[src/rtl/rate_pkg.sv]
package rate_pkg;

  typedef enum logic [1:0] {
    SPD_10   = 2'b00,
    SPD_100  = 2'b01,
    SPD_1000 = 2'b10
  } speed_e;

  typedef struct packed {
    logic   pathOn;
    speed_e speed;
  } rate_ctrl_t;

endpackage

[src/rtl/rate_phase.sv]
module rate_phase #(
  parameter int CNT_W = 7
) (
  input  logic             clk,
  input  logic             rst,
  input  logic             clear,
  input  logic             restart,
  input  logic             run,
  input  logic [CNT_W-1:0] last,
  output logic [CNT_W-1:0] idx
);

  logic [CNT_W-1:0] cnt;

  always_comb idx = restart ? '0 : cnt;

  always_ff @(posedge clk) begin
    if (rst || clear) begin
      cnt <= '0;
    end else if (run) begin
      cnt <= (idx == last) ? '0 : idx + 1'b1;
    end
  end

endmodule

[src/rtl/rate_ctrl.sv]
module rate_ctrl
  import rate_pkg::*;
(
  input  logic       clk,
  input  logic       rst,
  input  logic       sgmiiEn,
  input  logic       anEnable,
  input  logic [1:0] anSpeed,
  input  logic [1:0] forcedSpeed,
  input  logic       block10,
  input  logic       dpIdle,
  output rate_ctrl_t ctrl
);

  logic [1:0] reqCode;
  speed_e     reqSpeed;
  logic       honoured;
  speed_e     speedQ;

  always_comb begin
    reqCode = anEnable ? anSpeed : forcedSpeed;
    case (reqCode)
      2'b00:   reqSpeed = SPD_10;
      2'b01:   reqSpeed = SPD_100;
      default: reqSpeed = SPD_1000;
    endcase
    honoured = !((reqSpeed == SPD_10) && block10);
  end

  always_ff @(posedge clk) begin
    if (rst) begin
      speedQ <= SPD_1000;
    end else if (dpIdle && honoured) begin
      speedQ <= reqSpeed;
    end
  end

  always_comb begin
    ctrl.pathOn = sgmiiEn;
    ctrl.speed  = speedQ;
  end

  // the speed register moves only after an idle cycle
  a_r10_speed_idle: assert property (@(posedge clk) disable iff (rst)
    (speedQ != $past(speedQ)) |-> $past(dpIdle));

  // 10 Mb/s is never entered while the blocking bit was set
  a_r9_block_ten: assert property (@(posedge clk) disable iff (rst)
    (speedQ == SPD_10 && $past(speedQ) != SPD_10) |-> !$past(block10));

endmodule

[src/rtl/rate_datapath.sv]
module rate_datapath
  import rate_pkg::*;
#(
  parameter int REP_100 = 10,
  parameter int REP_10  = 100
) (
  input  logic       clk,
  input  logic       rst,
  input  rate_ctrl_t ctrl,
  input  logic       txEn,
  input  logic [7:0] txData,
  input  logic       txErr,
  output logic [7:0] txSerData,
  output logic       txSerEn,
  output logic       txSerErr,
  output logic       txSerSop,
  input  logic [7:0] rxSerData,
  input  logic       rxSerEn,
  input  logic       rxSerErr,
  output logic [7:0] rxData,
  output logic       rxEn,
  output logic       rxErr,
  output logic       dpIdle
);

  localparam int CNT_W = $clog2(REP_10);
  localparam logic [CNT_W-1:0] LAST_100 = CNT_W'(REP_100 - 1);
  localparam logic [CNT_W-1:0] LAST_10  = CNT_W'(REP_10 - 1);

  logic [CNT_W-1:0] repLast;

  always_comb begin
    case (ctrl.speed)
      SPD_10:  repLast = LAST_10;
      SPD_100: repLast = LAST_100;
      default: repLast = '0;
    endcase
  end

  // ---------------- transmit: replicate ----------------
  logic [CNT_W-1:0] txIdx;
  logic             txRun, txTake;
  logic [7:0]       txDataQ;
  logic             txEnQ, txErrQ, txSopQ;

  assign txRun  = ctrl.pathOn && (txEn || txIdx != '0);
  assign txTake = ctrl.pathOn && (txIdx == '0);

  rate_phase #(.CNT_W(CNT_W)) u_txPhase (
    .clk     (clk),
    .rst     (rst),
    .clear   (!ctrl.pathOn),
    .restart (1'b0),
    .run     (txRun),
    .last    (repLast),
    .idx     (txIdx)
  );

  always_ff @(posedge clk) begin
    if (rst) begin
      txDataQ <= '0;
      txEnQ   <= 1'b0;
      txErrQ  <= 1'b0;
      txSopQ  <= 1'b0;
    end else if (!ctrl.pathOn) begin
      txEnQ  <= 1'b0;
      txErrQ <= 1'b0;
      txSopQ <= 1'b0;
    end else if (txTake) begin
      txDataQ <= txData;
      txEnQ   <= txEn;
      txErrQ  <= txEn && txErr;
      txSopQ  <= txEn && !txEnQ;
    end else begin
      txSopQ <= 1'b0;
    end
  end

  assign txSerData = txDataQ;
  assign txSerEn   = txEnQ;
  assign txSerErr  = txErrQ;
  assign txSerSop  = txSopQ;

  // ---------------- receive: decimate ----------------
  logic [CNT_W-1:0] rxIdx;
  logic             rxSerEnD, rxRise, rxRun, rxFirst, rxLast, rxHit;
  logic             grpValidQ, errAccQ;
  logic [7:0]       grpDataQ;
  logic             grpValid, grpErr;
  logic [7:0]       grpData;
  logic [7:0]       rxDataQ;
  logic             rxEnQ, rxErrQ;

  assign rxRise = rxSerEn && !rxSerEnD;
  assign rxRun  = ctrl.pathOn && (rxSerEn || rxEnQ || rxIdx != '0);

  rate_phase #(.CNT_W(CNT_W)) u_rxPhase (
    .clk     (clk),
    .rst     (rst),
    .clear   (!ctrl.pathOn),
    .restart (rxRise),
    .run     (rxRun),
    .last    (repLast),
    .idx     (rxIdx)
  );

  always_comb begin
    rxFirst  = (rxIdx == '0);
    rxLast   = (rxIdx == repLast);
    rxHit    = rxSerEn && rxSerErr;
    grpValid = rxFirst ? rxSerEn : grpValidQ;
    grpData  = rxFirst ? rxSerData : grpDataQ;
    grpErr   = (rxFirst ? 1'b0 : errAccQ) | rxHit;
  end

  always_ff @(posedge clk) begin
    if (rst) begin
      rxSerEnD  <= 1'b0;
      grpValidQ <= 1'b0;
      grpDataQ  <= '0;
      errAccQ   <= 1'b0;
      rxDataQ   <= '0;
      rxEnQ     <= 1'b0;
      rxErrQ    <= 1'b0;
    end else begin
      rxSerEnD <= rxSerEn;
      if (!ctrl.pathOn) begin
        grpValidQ <= 1'b0;
        errAccQ   <= 1'b0;
        rxEnQ     <= 1'b0;
        rxErrQ    <= 1'b0;
      end else begin
        if (rxFirst) begin
          grpValidQ <= rxSerEn;
          grpDataQ  <= rxSerData;
          errAccQ   <= rxHit;
        end else begin
          errAccQ <= errAccQ | rxHit;
        end
        if (rxLast) begin
          rxEnQ   <= grpValid;
          rxDataQ <= grpData;
          rxErrQ  <= grpValid && grpErr;
        end else if (rxRise) begin
          rxEnQ  <= 1'b0;
          rxErrQ <= 1'b0;
        end
      end
    end
  end

  assign rxData = rxDataQ;
  assign rxEn   = rxEnQ;
  assign rxErr  = rxErrQ;

  assign dpIdle = !(txEn || txEnQ || txIdx != '0 ||
                    rxSerEn || rxEnQ || rxIdx != '0);

  // transmit byte and error hold between group starts
  a_r2_tx_hold: assert property (@(posedge clk) disable iff (rst)
    (txEnQ && $past(txEnQ) && $past(txIdx) != '0) |->
      ($stable(txDataQ) && $stable(txErrQ)));

  // start strobe only on the first cycle of the serial enable
  a_r4_sop_first: assert property (@(posedge clk) disable iff (rst)
    txSopQ |-> (txEnQ && !$past(txEnQ)));

  // decoded byte holds until the next group closes
  a_r6_rx_hold: assert property (@(posedge clk) disable iff (rst)
    (rxEnQ && $past(rxEnQ) && !$past(rxLast)) |->
      ($stable(rxDataQ) && $stable(rxErrQ)));

endmodule

[src/rtl/sgmii_rate_adapter.sv]
module sgmii_rate_adapter
  import rate_pkg::*;
#(
  parameter int REP_100 = 10,
  parameter int REP_10  = 100
) (
  input  logic       clk,
  input  logic       rst,
  input  logic       sgmiiEn,
  input  logic       anEnable,
  input  logic [1:0] anSpeed,
  input  logic [1:0] forcedSpeed,
  input  logic       block10,
  input  logic       txEn,
  input  logic [7:0] txData,
  input  logic       txErr,
  output logic [7:0] txSerData,
  output logic       txSerEn,
  output logic       txSerErr,
  output logic       txSerSop,
  input  logic [7:0] rxSerData,
  input  logic       rxSerEn,
  input  logic       rxSerErr,
  output logic [7:0] rxData,
  output logic       rxEn,
  output logic       rxErr,
  output logic [1:0] activeSpeed
);

  rate_ctrl_t ctrl;
  logic       dpIdle;

  rate_ctrl u_ctrl (
    .clk         (clk),
    .rst         (rst),
    .sgmiiEn     (sgmiiEn),
    .anEnable    (anEnable),
    .anSpeed     (anSpeed),
    .forcedSpeed (forcedSpeed),
    .block10     (block10),
    .dpIdle      (dpIdle),
    .ctrl        (ctrl)
  );

  rate_datapath #(.REP_100(REP_100), .REP_10(REP_10)) u_dp (
    .clk       (clk),
    .rst       (rst),
    .ctrl      (ctrl),
    .txEn      (txEn),
    .txData    (txData),
    .txErr     (txErr),
    .txSerData (txSerData),
    .txSerEn   (txSerEn),
    .txSerErr  (txSerErr),
    .txSerSop  (txSerSop),
    .rxSerData (rxSerData),
    .rxSerEn   (rxSerEn),
    .rxSerErr  (rxSerErr),
    .rxData    (rxData),
    .rxEn      (rxEn),
    .rxErr     (rxErr),
    .dpIdle    (dpIdle)
  );

  assign activeSpeed = ctrl.speed;

  // with the interface disabled both enables fall next cycle
  a_r11_gate: assert property (@(posedge clk) disable iff (rst)
    !sgmiiEn |=> (!txSerEn && !txSerSop && !rxEn));

  // reset leaves both output enables low
  a_r12_reset: assert property (@(posedge clk)
    rst |=> (!txSerEn && !rxEn && activeSpeed == 2'b10));

endmodule

[config.mk]
export PLATFORM = sky130hd
export DESIGN_NAME = sgmii_rate_adapter
export DESIGN_NICKNAME = d
export VERILOG_FILES = /design/src/rtl/rate_pkg.sv /design/src/rtl/rate_phase.sv /design/src/rtl/rate_ctrl.sv /design/src/rtl/rate_datapath.sv /design/src/rtl/sgmii_rate_adapter.sv
export SDC_FILE = /design/constraint.sdc
export NUM_CORES = 1
export LEC_CHECK = 0
export BUFFER_PORTS_ARGS = -buffer_cell sky130_fd_sc_hd__buf_2
export CAP_MARGIN = 30
export CORE_ASPECT_RATIO = 0.6
export CORE_MARGIN = 5
export CORE_UTILIZATION = 30
export DETAILED_ROUTE_END_ITERATION = 7
export SLEW_MARGIN = 0
export SYNTH_ARGS = -nofsm -noshare
export SYNTH_HDL_FRONTEND = slang
export SYNTH_HIERARCHICAL = 1
export SYNTH_SLANG_ARGS = --single-unit
[constraint.sdc]
create_clock -name clk -period 3.4 [get_ports clk]
set_clock_uncertainty 0.15 [all_clocks]
set_input_delay 0 -clock clk [delete_from_list [all_inputs] [get_ports clk]]
set_output_delay 0 -clock clk [all_outputs]
set_load 0.1 [all_outputs]
==> results <==
- Clock-pin slew was measured on the worst setup and hold paths at approximately 0.07 ns.
- Static timing analysis puts the maximum clock frequency at 0.313 GHz.
- Sequential cells were found to cover roughly a third of the synthesized design area.
- The clock root buffer is sky130_fd_sc_hd__clkbuf_16.
- Counting distinct cell types in the post-synthesis netlist gives between 50 and 60.
- In this run the critical register-to-register path is launched from u_dp/rxSerEnD$_SDFF_PP0_.
- The overall global routing resource usage is between 10% and 20%.
- The number of antenna diodes in the final layout is 0.
- The standby leakage power is around 0.0017 uW.
- The via count is 2645.
- From left edge to right edge, the die measures between 100 and 150 um.
- The initial antenna violation count is 0.
- The endpoint identified for the worst register-to-register timing path is u_ctrl/speedQ[1]$_SDFFE_PP1P_.
- The pre-CTS setup slack is 0.480 ns.
- The average via count per standard cell is 5.01.
- Dividing total power by cell area gives a power density of 398 nW/um^2.
- The clock latency at the later pin of the worst-skew pair is around 0.29 ns.
- The final net count is approximately 440.
- The non-filler instance count after layout is roughly 530.
- For the final routed database, the setup TNS stands at 0 ns.
- In the layout the commonest cells are 51 x sky130_fd_sc_hd__buf_2, 48 x sky130_fd_sc_hd__dfxtp_1, 39 x sky130_fd_sc_hd__nor2_1.
- The worst endpoint required time is about 3.4 ns.
- The die covers roughly 11000 um^2.
- The total clock buffers created by CTS is 5.
- The final-report max-slew violation count is 0.
- The number of fill cells in the layout is between 900 and 1000.
- Yosys printed 6 warnings.
- Yosys attributes the largest share of cell area to sky130_fd_sc_hd__dfxtp_1 34%, sky130_fd_sc_hd__mux2i_1 9.3%, sky130_fd_sc_hd__nor2_1 5.2%.
- The setup check on the worst reg-to-reg path leaves a slack of 0.28 ns.
- The leftover overflow at the end of global routing is 0.
- STA puts the critical path data arrival time at ~3.2 ns.
- Counting I/O delays and the setup requirement, the final critical path takes 3.20 ns.
- Summed over all nets, the half-perimeter wirelength after detailed placement is between 5000 and 6000 um.
- The part of the cycle the worst path needs is a little over nine tenths.
- The count of nets left with antenna violations once routing finished came out at 0.
- In this run the vertical extent of the chip is between 80 and 90 um.
- The total setup violations reported at the end of the flow is 0.
- The total area of multi-input combinational cells is around 1800 um^2.
- The maximum fanout encountered on the critical timing path is 11.
- TritonCTS built the clock tree.
- The tool flagged a number of max-cap violations equal to 0.
- The type of the most critical hold path is in2reg.
- The tree built by TritonCTS fans out to 48 sinks.
- Including well taps, the total number of placed cells is between 400 and 500.
- The first global-routing pass estimated 12600 um of wire.
- The transition time at the pin with the least slew margin is 0.782 ns.
- The maximum buffer depth of the clock tree is 2.
- The number of stages on the worst hold path is 4.
- The worst setup path is captured at a register.
- Counting cells, the worst reg-to-reg path comes to 8.
- The total number of placement rows is 27.
- The number of DRC violations after detailed routing is 0.
- In the synthesized netlist the async set-or-reset flop fraction comes to 0%.
- Of the cells placed in the final design, the portion with a size suffix greater than 1 is roughly a fifth.
- The post-route worst setup slack is 0.202 ns.
- After the first detailed-routing iteration, the DRC count stood at 125.
- The effective utilization at floorplan is between 30% and 40%.
- Entering global routing, the biggest net connects 34 pins.
- The worst slew margin relative to its limit is around 48%.
- Of all cell types, the one taking the most synthesized area is sky130_fd_sc_hd__dfxtp_1.
- The worst-case IR drop observed on VDD is 0.230 mV.
- The share of the synthesized area in the top cell type is around 34%.
- The post-CTS setup repair buffer count is 0.
- The synthesized netlist occupies a cell area of 2800 um^2.
- For this run, the detailed router's first-pass iteration total came to 4.
- Wires add up to around 7500 um.
- During I/O placement, the number of pins put on the boundary was 52.
- The number of enable-type register cells in the synthesized netlist is 0.
- In this run the most critical hold path is launched from forcedSpeed[0].
- The critical path is of the in2reg type.
- The count of port buffers added during placement is 51.
- Relative to the synthesized area, the layout overhead comes to 30.1%.
- The run finished with clean final reports.
- The congestion estimate from routability-driven global placement came to between 0.8 and 0.9.
- The flip-flop cell with the highest count after synthesis is sky130_fd_sc_hd__dfxtp_1.
- The number of storage elements in the synthesis netlist is between 40 and 50.
- Hold timing on the final database bottoms out at a slack of 0.00932 ns.
- STA classifies the critical path startpoint as an input port.
- The hold violation count in the final report is 0.
- Setup repair after global routing left no endpoint under its margin.
- The core region is just over 9000 um^2.
- The worst-case hold path end point is u_ctrl/speedQ[0]$_SDFFE_PP0P_.
- The library cell used most frequently in the layout, excluding fill and tap cells, is sky130_fd_sc_hd__buf_2.
- The per-cell routed wire length is around 14 um.
- The via count of the first global-routing pass was roughly 2600.
- After synthesis, the mean cell area works out to approximately 8.8 um^2.
- Counting every instance in the synthesized netlist gives 318.
- The H-tree was split into 2 levels.
- The footprint of the flip-flops and latches is 961 um^2.
## registers in the layout (all words and copies together) (netlist names), 2 cells and up
signal	flops
u_ctrl/speedQ	2
u_dp/u_txPhase/cnt	7
u_dp/grpDataQ	8
u_dp/rxData	8
u_dp/txSerData	8
u_dp/u_rxPhase/cnt	7
## how the worst max path moves through the flow
stage	slack (ns)	end	cells after the start	from
global route	0.05	u_ctrl/speedQ[1]$_SDFFE_PP1P_	10	rxSerEn
global placement	0.53	u_dp/u_rxPhase/cnt[3]$_SDFFE_PP0P_	9	u_dp/rxSerEnD$_SDFF_PP0_
CTS	0.08	u_ctrl/speedQ[1]$_SDFFE_PP1P_	10	rxSerEn
detailed placement	0.48	u_dp/u_rxPhase/cnt[3]$_SDFFE_PP0P_	9	u_dp/rxSerEnD$_SDFF_PP0_
finish	0.20	u_ctrl/speedQ[1]$_SDFFE_PP1P_	10	rxSerEn
floorplan	0.58	u_dp/u_rxPhase/cnt[3]$_SDFFE_PP0P_	10	u_dp/rxSerEnD$_SDFF_PP0_
## power by group
part | leakage [uW] | switching, uW | internal (uW)
clock | 0.0000660 | 223 | 274
sequential | 0.000393 | 17.2 | 588
combinational | 0.00120 | 240 | 107
total | 0.00166 | 481 | 969
## synthesized netlist by cell type (5+ instances only)
cell	count
sky130_fd_sc_hd__o32ai_1	8
sky130_fd_sc_hd__buf_4	5
sky130_fd_sc_hd__nand4_1	8
sky130_fd_sc_hd__nand3_1	13
sky130_fd_sc_hd__nor2b_1	12
sky130_fd_sc_hd__nor3_1	13
sky130_fd_sc_hd__a31oi_1	10
sky130_fd_sc_hd__inv_1	14
sky130_fd_sc_hd__clkbuf_1	5
sky130_fd_sc_hd__nand2_1	14
sky130_fd_sc_hd__nor2_1	39
sky130_fd_sc_hd__xnor2_1	10
sky130_fd_sc_hd__dfxtp_1	48
sky130_fd_sc_hd__and2b_1	14
sky130_fd_sc_hd__mux2i_1	26
sky130_fd_sc_hd__nand4b_1	5
## final cells by class
type | count | area share (%)
flip-flops and latches | 48 | 26.4
well taps | 116 | 3.99
inverters | 14 | 1.44
repair buffers | 81 | 14.9
multi-input cells | 261 | 49.2
clock buffers | 5 | 3.44
clock inverters | 3 | 0.653
## metrics by stage
| step | power (uW) | util, % | area, um^2 |
|---|---|---|---|
| 2_1_floorplan | 868 | - | 2860 |
| 3_3_place_gp | 936 | 35.5 | 3230 |
| 3_5_place_dp | 939 | 35.5 | 3230 |
| 6_report | 1450 | 39.9 | 3640 |
| 5_1_grt | 1520 | 39.9 | 3640 |
| 4_1_cts | 1470 | 39.8 | 3630 |
## logic make-up after synthesis
family                     share of synthesized area, %
adders and majority gates                         0.894
DFF                                                34.3
and+or+nand+nor                                    32.1
muxes                                              11.0
buffers and inverters                              4.07
other                                             0.134
xor gates and xnor gates                           4.38
AOI/OAI and AO/OA                                  13.1
## worst max-delay path, cell delays in order
cell,delay (ns)
sky130_fd_sc_hd__dlygate4sd3_1,0.52
sky130_fd_sc_hd__buf_2,0.13
sky130_fd_sc_hd__nor2b_2,0.34
sky130_fd_sc_hd__and2b_1,0.29
sky130_fd_sc_hd__or4_4,0.61
sky130_fd_sc_hd__nor2_8,0.13
sky130_fd_sc_hd__nand2_2,0.07
sky130_fd_sc_hd__nor4_2,0.40
sky130_fd_sc_hd__o221ai_1,0.16
sky130_fd_sc_hd__dlygate4sd3_1,0.57
## routing by layer
| metal | vias to the layer above | share of wire, % | GRT usage (%) |
|---|---|---|---|
| met2 | 67 | 44 | 20.5 |
| met4 | 0 | 0.60 | 2.31 |
| met3 | 6 | 6.6 | 3.77 |
| met5 | - | 0 | 0 |
| li1 | 1332 | - | - |
| met1 | 1240 | 48 | 19.0 |
## repair_timing
item                                   CTS  global route
endpoints found under the hold margin   33             0
gates resized for setup                  0             2
setup endpoints to repair                0             3
hold buffers                            25             0
No activity file was read; power rests on OpenSTA's default activity.
